**config.mk**
```make
export PLATFORM = sky130hd
export DESIGN_NAME = serial_rx_regs
export DESIGN_NICKNAME = d
export VERILOG_FILES = /design/src/rtl/srx_pkg.sv /design/src/rtl/srx_fifo.sv /design/src/rtl/srx_irq.sv /design/src/rtl/srx_regfile.sv /design/src/rtl/serial_rx_regs.sv
export SDC_FILE = /design/constraint.sdc
export NUM_CORES = 1
export LEC_CHECK = 0
export ABC_CLOCK_PERIOD_IN_PS = 3100
export BUFFER_PORTS_ARGS = -buffer_cell sky130_fd_sc_hd__buf_2
export CORE_MARGIN = 4
export CORE_UTILIZATION = 45
export CTS_CLUSTER_SIZE = 28
export DETAILED_ROUTE_END_ITERATION = 16
export PLACE_DENSITY = 0.67
export SETUP_SLACK_MARGIN = 0.4
export SLEW_MARGIN = 20
export SYNTH_ARGS = -nofsm -noshare
export SYNTH_HDL_FRONTEND = slang
export SYNTH_HIERARCHICAL = 1
export SYNTH_SLANG_ARGS = --single-unit
```
**constraint.sdc**
```tcl
create_clock -name clk -period 3.1 [get_ports clk]
set_input_delay 0.31 -clock clk [delete_from_list [all_inputs] [get_ports clk]]
set_output_delay 0.31 -clock clk [all_outputs]
set_load 0.03 [all_outputs]
```
**src/rtl/srx_pkg.sv**
```systemverilog
package srx_pkg;

    typedef enum logic [9:0] {
        IDX_IDENT  = 10'd0,
        IDX_DATA   = 10'd1,
        IDX_LEVEL  = 10'd2,
        IDX_IEN    = 10'd3,
        IDX_DMAREM = 10'd7,
        IDX_DEPTH  = 10'd8
    } reg_idx_e;

    localparam int IEN_NONEMPTY = 0;
    localparam int IEN_FORCE    = 1;
    localparam int IEN_DMA_DONE = 2;

    localparam logic [31:0] EMPTY_READ = 32'hFFFF_FFFF;

    typedef struct packed {
        logic        rd;
        logic        wr;
        logic [9:0]  idx;
        logic [31:0] wdata;
    } bus_req_t;

    function automatic logic [9:0] addr_to_idx(input logic [31:0] addr);
        return addr[11:2];
    endfunction

endpackage

```
**src/rtl/srx_fifo.sv**
```systemverilog
module srx_fifo #(
    parameter int DEPTH = 16,
    localparam int PW = (DEPTH > 1) ? $clog2(DEPTH) : 1,
    localparam int CW = $clog2(DEPTH + 1)
) (
    input  logic          clk,
    input  logic          rst,
    input  logic          push,
    input  logic [7:0]    push_data,
    input  logic          pop,
    output logic [7:0]    head,
    output logic [CW-1:0] count,
    output logic          full,
    output logic          empty
);
    localparam logic [CW:0] DEPTH_W = (CW+1)'(DEPTH);

    logic [7:0]    store [DEPTH];
    logic [PW-1:0] pos_q;
    logic [CW-1:0] cnt_q;
    logic [CW:0]   slot_sum;
    logic [CW:0]   slot_mod;
    logic          do_pop;

    assign empty  = (cnt_q == '0);
    assign full   = (cnt_q == CW'(DEPTH));
    assign count  = cnt_q;
    assign head   = store[pos_q];
    assign do_pop = pop && !empty;

    always_comb begin
        slot_sum = (CW+1)'(pos_q) + (CW+1)'(cnt_q);
        slot_mod = (slot_sum >= DEPTH_W) ? slot_sum - DEPTH_W : slot_sum;
    end

    always_ff @(posedge clk) begin
        if (push && !full) begin
            store[PW'(slot_mod)] <= push_data;
        end
    end

    always_ff @(posedge clk) begin
        if (rst) begin
            pos_q <= '0;
            cnt_q <= '0;
        end else begin
            if (do_pop) begin
                pos_q <= (pos_q == PW'(DEPTH - 1)) ? '0 : pos_q + 1'b1;
            end
            case ({push && !full, do_pop})
                2'b10:   cnt_q <= cnt_q + 1'b1;
                2'b01:   cnt_q <= cnt_q - 1'b1;
                default: cnt_q <= cnt_q;
            endcase
        end
    end
endmodule

```
**src/rtl/srx_irq.sv**
```systemverilog
module srx_irq (
    input  logic       clk,
    input  logic       rst,
    input  logic [2:0] ien,
    input  logic       fifo_nonempty,
    input  logic       dma_idle,
    output logic       irq
);
    import srx_pkg::*;

    logic level;

    always_comb begin
        level = (ien[IEN_NONEMPTY] && fifo_nonempty)
              || ien[IEN_FORCE]
              || (ien[IEN_DMA_DONE] && dma_idle);
    end

    always_ff @(posedge clk) begin
        if (rst) irq <= 1'b0;
        else     irq <= level;
    end
endmodule

```
**src/rtl/srx_regfile.sv**
```systemverilog
module srx_regfile #(
    parameter int          DEPTH    = 16,
    parameter logic [31:0] ID_VALUE = 32'h5EA1_0001,
    localparam int CW = $clog2(DEPTH + 1)
) (
    input  logic             clk,
    input  logic             rst,
    input  srx_pkg::bus_req_t req,
    input  logic [7:0]       head,
    input  logic [CW-1:0]    count,
    input  logic             empty,
    input  logic [31:0]      dma_rem,
    output logic             pop,
    output logic [31:0]      ien,
    output logic             tx_valid,
    output logic [7:0]       tx_data,
    output logic [31:0]      rdata
);
    import srx_pkg::*;

    logic [31:0] ien_q;

    assign ien = ien_q;
    assign pop = req.rd && (req.idx == IDX_DATA);

    always_ff @(posedge clk) begin
        if (rst) begin
            ien_q    <= '0;
            tx_valid <= 1'b0;
            tx_data  <= '0;
        end else begin
            tx_valid <= req.wr && (req.idx == IDX_DATA);
            if (req.wr && req.idx == IDX_DATA) tx_data <= req.wdata[7:0];
            if (req.wr && req.idx == IDX_IEN)  ien_q   <= req.wdata;
        end
    end

    always_comb begin
        unique case (req.idx)
            IDX_IDENT:  rdata = ID_VALUE;
            IDX_DATA:   rdata = empty ? EMPTY_READ : {24'd0, head};
            IDX_LEVEL:  rdata = 32'(count);
            IDX_IEN:    rdata = ien_q;
            IDX_DMAREM: rdata = dma_rem;
            IDX_DEPTH:  rdata = 32'(DEPTH);
            default:    rdata = '0;
        endcase
    end
endmodule

```
**src/rtl/serial_rx_regs.sv**
```systemverilog
module serial_rx_regs #(
    parameter int          DEPTH    = 16,
    parameter logic [31:0] ID_VALUE = 32'h5EA1_0001,
    localparam int CW = $clog2(DEPTH + 1)
) (
    input  logic        clk,
    input  logic        rst,
    input  logic        reg_rd,
    input  logic        reg_wr,
    input  logic [31:0] reg_addr,
    input  logic [31:0] reg_wdata,
    output logic [31:0] reg_rdata,
    input  logic        rx_valid,
    input  logic [7:0]  rx_data,
    output logic        rx_ready,
    input  logic [31:0] dma_rem,
    output logic        dma_byte_valid,
    output logic [7:0]  dma_byte_data,
    output logic        tx_valid,
    output logic [7:0]  tx_data,
    output logic        irq
);
    import srx_pkg::*;

    bus_req_t      req;
    logic [7:0]    head;
    logic [CW-1:0] fifo_count;
    logic          full, empty, pop, dma_busy;
    logic [31:0]   ien_q;
    logic          unused_bits;

    assign unused_bits = ^{reg_addr[31:12], reg_addr[1:0], ien_q[31:3]};

    assign req.rd    = reg_rd;
    assign req.wr    = reg_wr;
    assign req.idx   = addr_to_idx(reg_addr);
    assign req.wdata = reg_wdata;

    assign dma_busy       = (dma_rem != '0);
    assign rx_ready       = dma_busy || !full;
    assign dma_byte_valid = rx_valid && dma_busy;
    assign dma_byte_data  = rx_data;

    srx_fifo #(.DEPTH(DEPTH)) u_fifo (
        .clk(clk), .rst(rst),
        .push(rx_valid && !dma_busy), .push_data(rx_data),
        .pop(pop), .head(head), .count(fifo_count),
        .full(full), .empty(empty)
    );

    srx_regfile #(.DEPTH(DEPTH), .ID_VALUE(ID_VALUE)) u_regs (
        .clk(clk), .rst(rst), .req(req),
        .head(head), .count(fifo_count), .empty(empty), .dma_rem(dma_rem),
        .pop(pop), .ien(ien_q),
        .tx_valid(tx_valid), .tx_data(tx_data), .rdata(reg_rdata)
    );

    srx_irq u_irq (
        .clk(clk), .rst(rst), .ien(ien_q[2:0]),
        .fifo_nonempty(!empty), .dma_idle(!dma_busy), .irq(irq)
    );
endmodule

```
==> results_dict.tcl <==
set metrics [dict create \
    p_per_area_nw_per_um2 475 \
    place_congestion 0.898 \
    hold_violations 0 \
    fin_nets 902 \
    setup_viol 1 \
    drtIter0Drc 448 \
    synth.area.top_cells "edfxtp_1 44%, dfxtp_1 13%, mux4_1 7.3%, nand2b_1 5.5%, mux2i_1 4.8%" \
    critPathKind "reg -> out" \
    hpwl_um 14900 \
    worst_slack_ps -34.9 \
    worst_slew_pin_slew_ps 810 \
    post_drt_wl_per_cell_um 20.0 \
    routed_wl_um 21100 \
    arrival_ps 2820 \
    n_antenna_cell 0 \
    drc 0 \
    start_util_pct 46.2 \
    pre_cts_ws_ps -3.80 \
    worstHoldStart "reg_wdata[19]" \
    cts_max_path_buffers 2 \
    ys_types 57 \
    violations "negative setup slack" \
    drive_gt1_share_pct 39.6 \
    clock_latency_ps 430 \
    synth_fp_nets 743 \
    die_area_um2 21600 \
    drv_slew 0 \
    viasPerCell 5.43 \
    syn_inst 626 \
    htree_levels 4 \
    ys_seq_area_share_pct 56.9 \
    io_pins 161 \
    grt_pass1_wl_um 32900 \
    synthTopCellsByCount "128 x edfxtp_1, 76 x nand2b_1, 55 x dfxtp_1" \
    grt_pass1_vias 5847 \
    fin_crit_sh_pct 101 \
    fin_worst_skew_ps 11.6 \
    num_rows 50 \
    synthesis.area_um2 8690 \
    antenna_found_initial 0 \
    syn2layout_area_growth_pct 22.6 \
    cp-start-kind "flop" \
    cts_tree "yes" \
    cts_root_buffer "clkbuf_16" \
    rr_startpoint "u_fifo/count[0]" \
    crit_fanout 6 \
    clkTransAtPathRegs_ps 70 \
    synth.most_common_cell "edfxtp_1" \
    finalPower_mw 5.06 \
    n_fill_cell 1531 \
    outcome "finished with violations" \
    synthFlopType "edfxtp_1" \
    yosys_warnings 6 \
    cts_buffers 17 \
    maxCapViolations 0 \
    syn_area_per_cell_um2 13.9 \
    cts.sinks 183 \
    max_freq_mhz 319 \
    grt_max_degree 58 \
    dr.pass1.iters 7 \
    synth-seq-cells 183 \
    required_ps 2790 \
    detail-route-antenna-nets 0 \
    slew_headroom_pct 46.0 \
    io_buffers 138 \
    hp-class "in -> reg" \
    vias 5743 \
    cp-end-kind "output port" \
    fin_crit_ps 3130 \
    synth_top_area_share_pct 44.2 \
    synthArstFlopShare_pct 0 \
    grt_util_all_layers_pct 19.5 \
    die_w_um 147 \
    synth-edff-count 128 \
    ir_drop_mv 0.410 \
    core-area_um2 18800 \
    grt-ovfl-total 0 \
    rsz0062_at_grt "true" \
    synth_largest_area_cell "edfxtp_1" \
    leakage_nw 4.16 \
    seqCellArea_um2 4950 \
    multi_input_area_um2 3520 \
    die_y_um 147 \
]
layout by cell type, fill, tap and decap left out, drive strengths merged, types with 3 or more instances in the layout:
master  Yosys  layout
nor2b       5       5
nand4       3       3
o311ai      3       3
inv         5      13
edfxtp    128     128
dfxtp      55      55
nand3      12      12
nor4        9       9
a31oi       4       4
xnor2       3       3
o31ai       3       3
clkinv      0       4
nor3b       4       4
nor2       49      49
ha          7       7
and3        3       3
buf        32     173
a21oi      37      37
nand2      18      18
clkbuf     16      33
xor2        6       6
mux4       40      40
mux2i      42      42
o21ai      12      12
mux2       30      30
nand2b     76      76
final timing paths:
kind	to	cells after the start	slack, ps
worst max register to register	u_fifo/count[4]	10	530
worst min register to register	u_regs/ien[31]	2	480
worst min-delay path	u_regs/ien[19]	3	140
worst max-delay path	reg_rdata[4]	7	-30
worst max-delay path: stages, from the launching register on:
cell and delay, ps:
dfxtp_4 400, buf_12 140, mux4_2 520, mux4_2 510, or3_1 330, a31oi_1 190, a21oi_1 110, buf_4 180
cells by family after synthesis:
logic type               after synthesis  synth area share [%]
AND/OR/NAND/NOR                      192                  12.4
flip-flops                           183                  56.9
multiplexers                         112                  20.1
AO/OA/AOI/OAI                         69                  4.86
buffers and inverters                 53                  3.63
XOR/XNOR                               9                 0.907
adder cells (fa/ha/maj)                8                  1.24
final cells by class:
cell class / count / share of cell area [%]
Sequential cell: 183 / 46.4
Multi-Input combinational cell: 390 / 33.0
Timing Repair Buffer: 188 / 11.6
Clock buffer: 18 / 4.03
Tap cell: 260 / 3.05
Clock inverter: 14 / 1.69
Inverter: 5 / 0.176
state kept, by name (all words and copies together), names as in the netlist, named ones only:
signal           flops
u_fifo/count         5
u_fifo/pos_q         4
u_fifo/store       128
u_irq/irq            1
u_regs/ien          32
u_regs/tx_data       8
u_regs/tx_valid      1
stage by stage:
step	setup TNS, ps	std cells	util, %	hold WS [ps]	area (um2)
3_3_place_gp	0	1012	51.7	459	9740
5_1_grt	-364	1058	56.6	128	10700
3_5_place_dp	-3.80	1012	51.7	467	9740
4_1_cts	-37.9	1053	56.0	118	10600
2_1_floorplan	0	626	-	382	8740
6_report	-34.9	1058	56.6	137	10700
timing repair:
item | CTS | global route
gates resized for setup | 46 | 36
hold buffers | 0 | 0
cloned | 2 | 0
pin swaps | 3 | 5
setup buffers | 7 | 5
endpoints found under the setup margin | 34 | 28
layer usage:
layer | share of wire (%) | wire length, um | track usage [%] | vias to the layer above
li1 | - | - | - | 2662
met1 | 42 | 8830 | 25.2 | 2840
met2 | 49 | 10500 | 32.9 | 220
met3 | 7.4 | 1570 | 5.40 | 21
met4 | 1.3 | 285 | 5.08 | 0
met5 | 0 | 0 | 0 | -
power by group:
group / internal, mW / switching [mW] / total [mW]
Combinational: 0.105 / 0.146 / 0.251
Clock: 1.23 / 0.975 / 2.20
Sequential: 2.61 / 0.000105 / 2.61
Note: power is estimated with default switching activity, not from simulation.
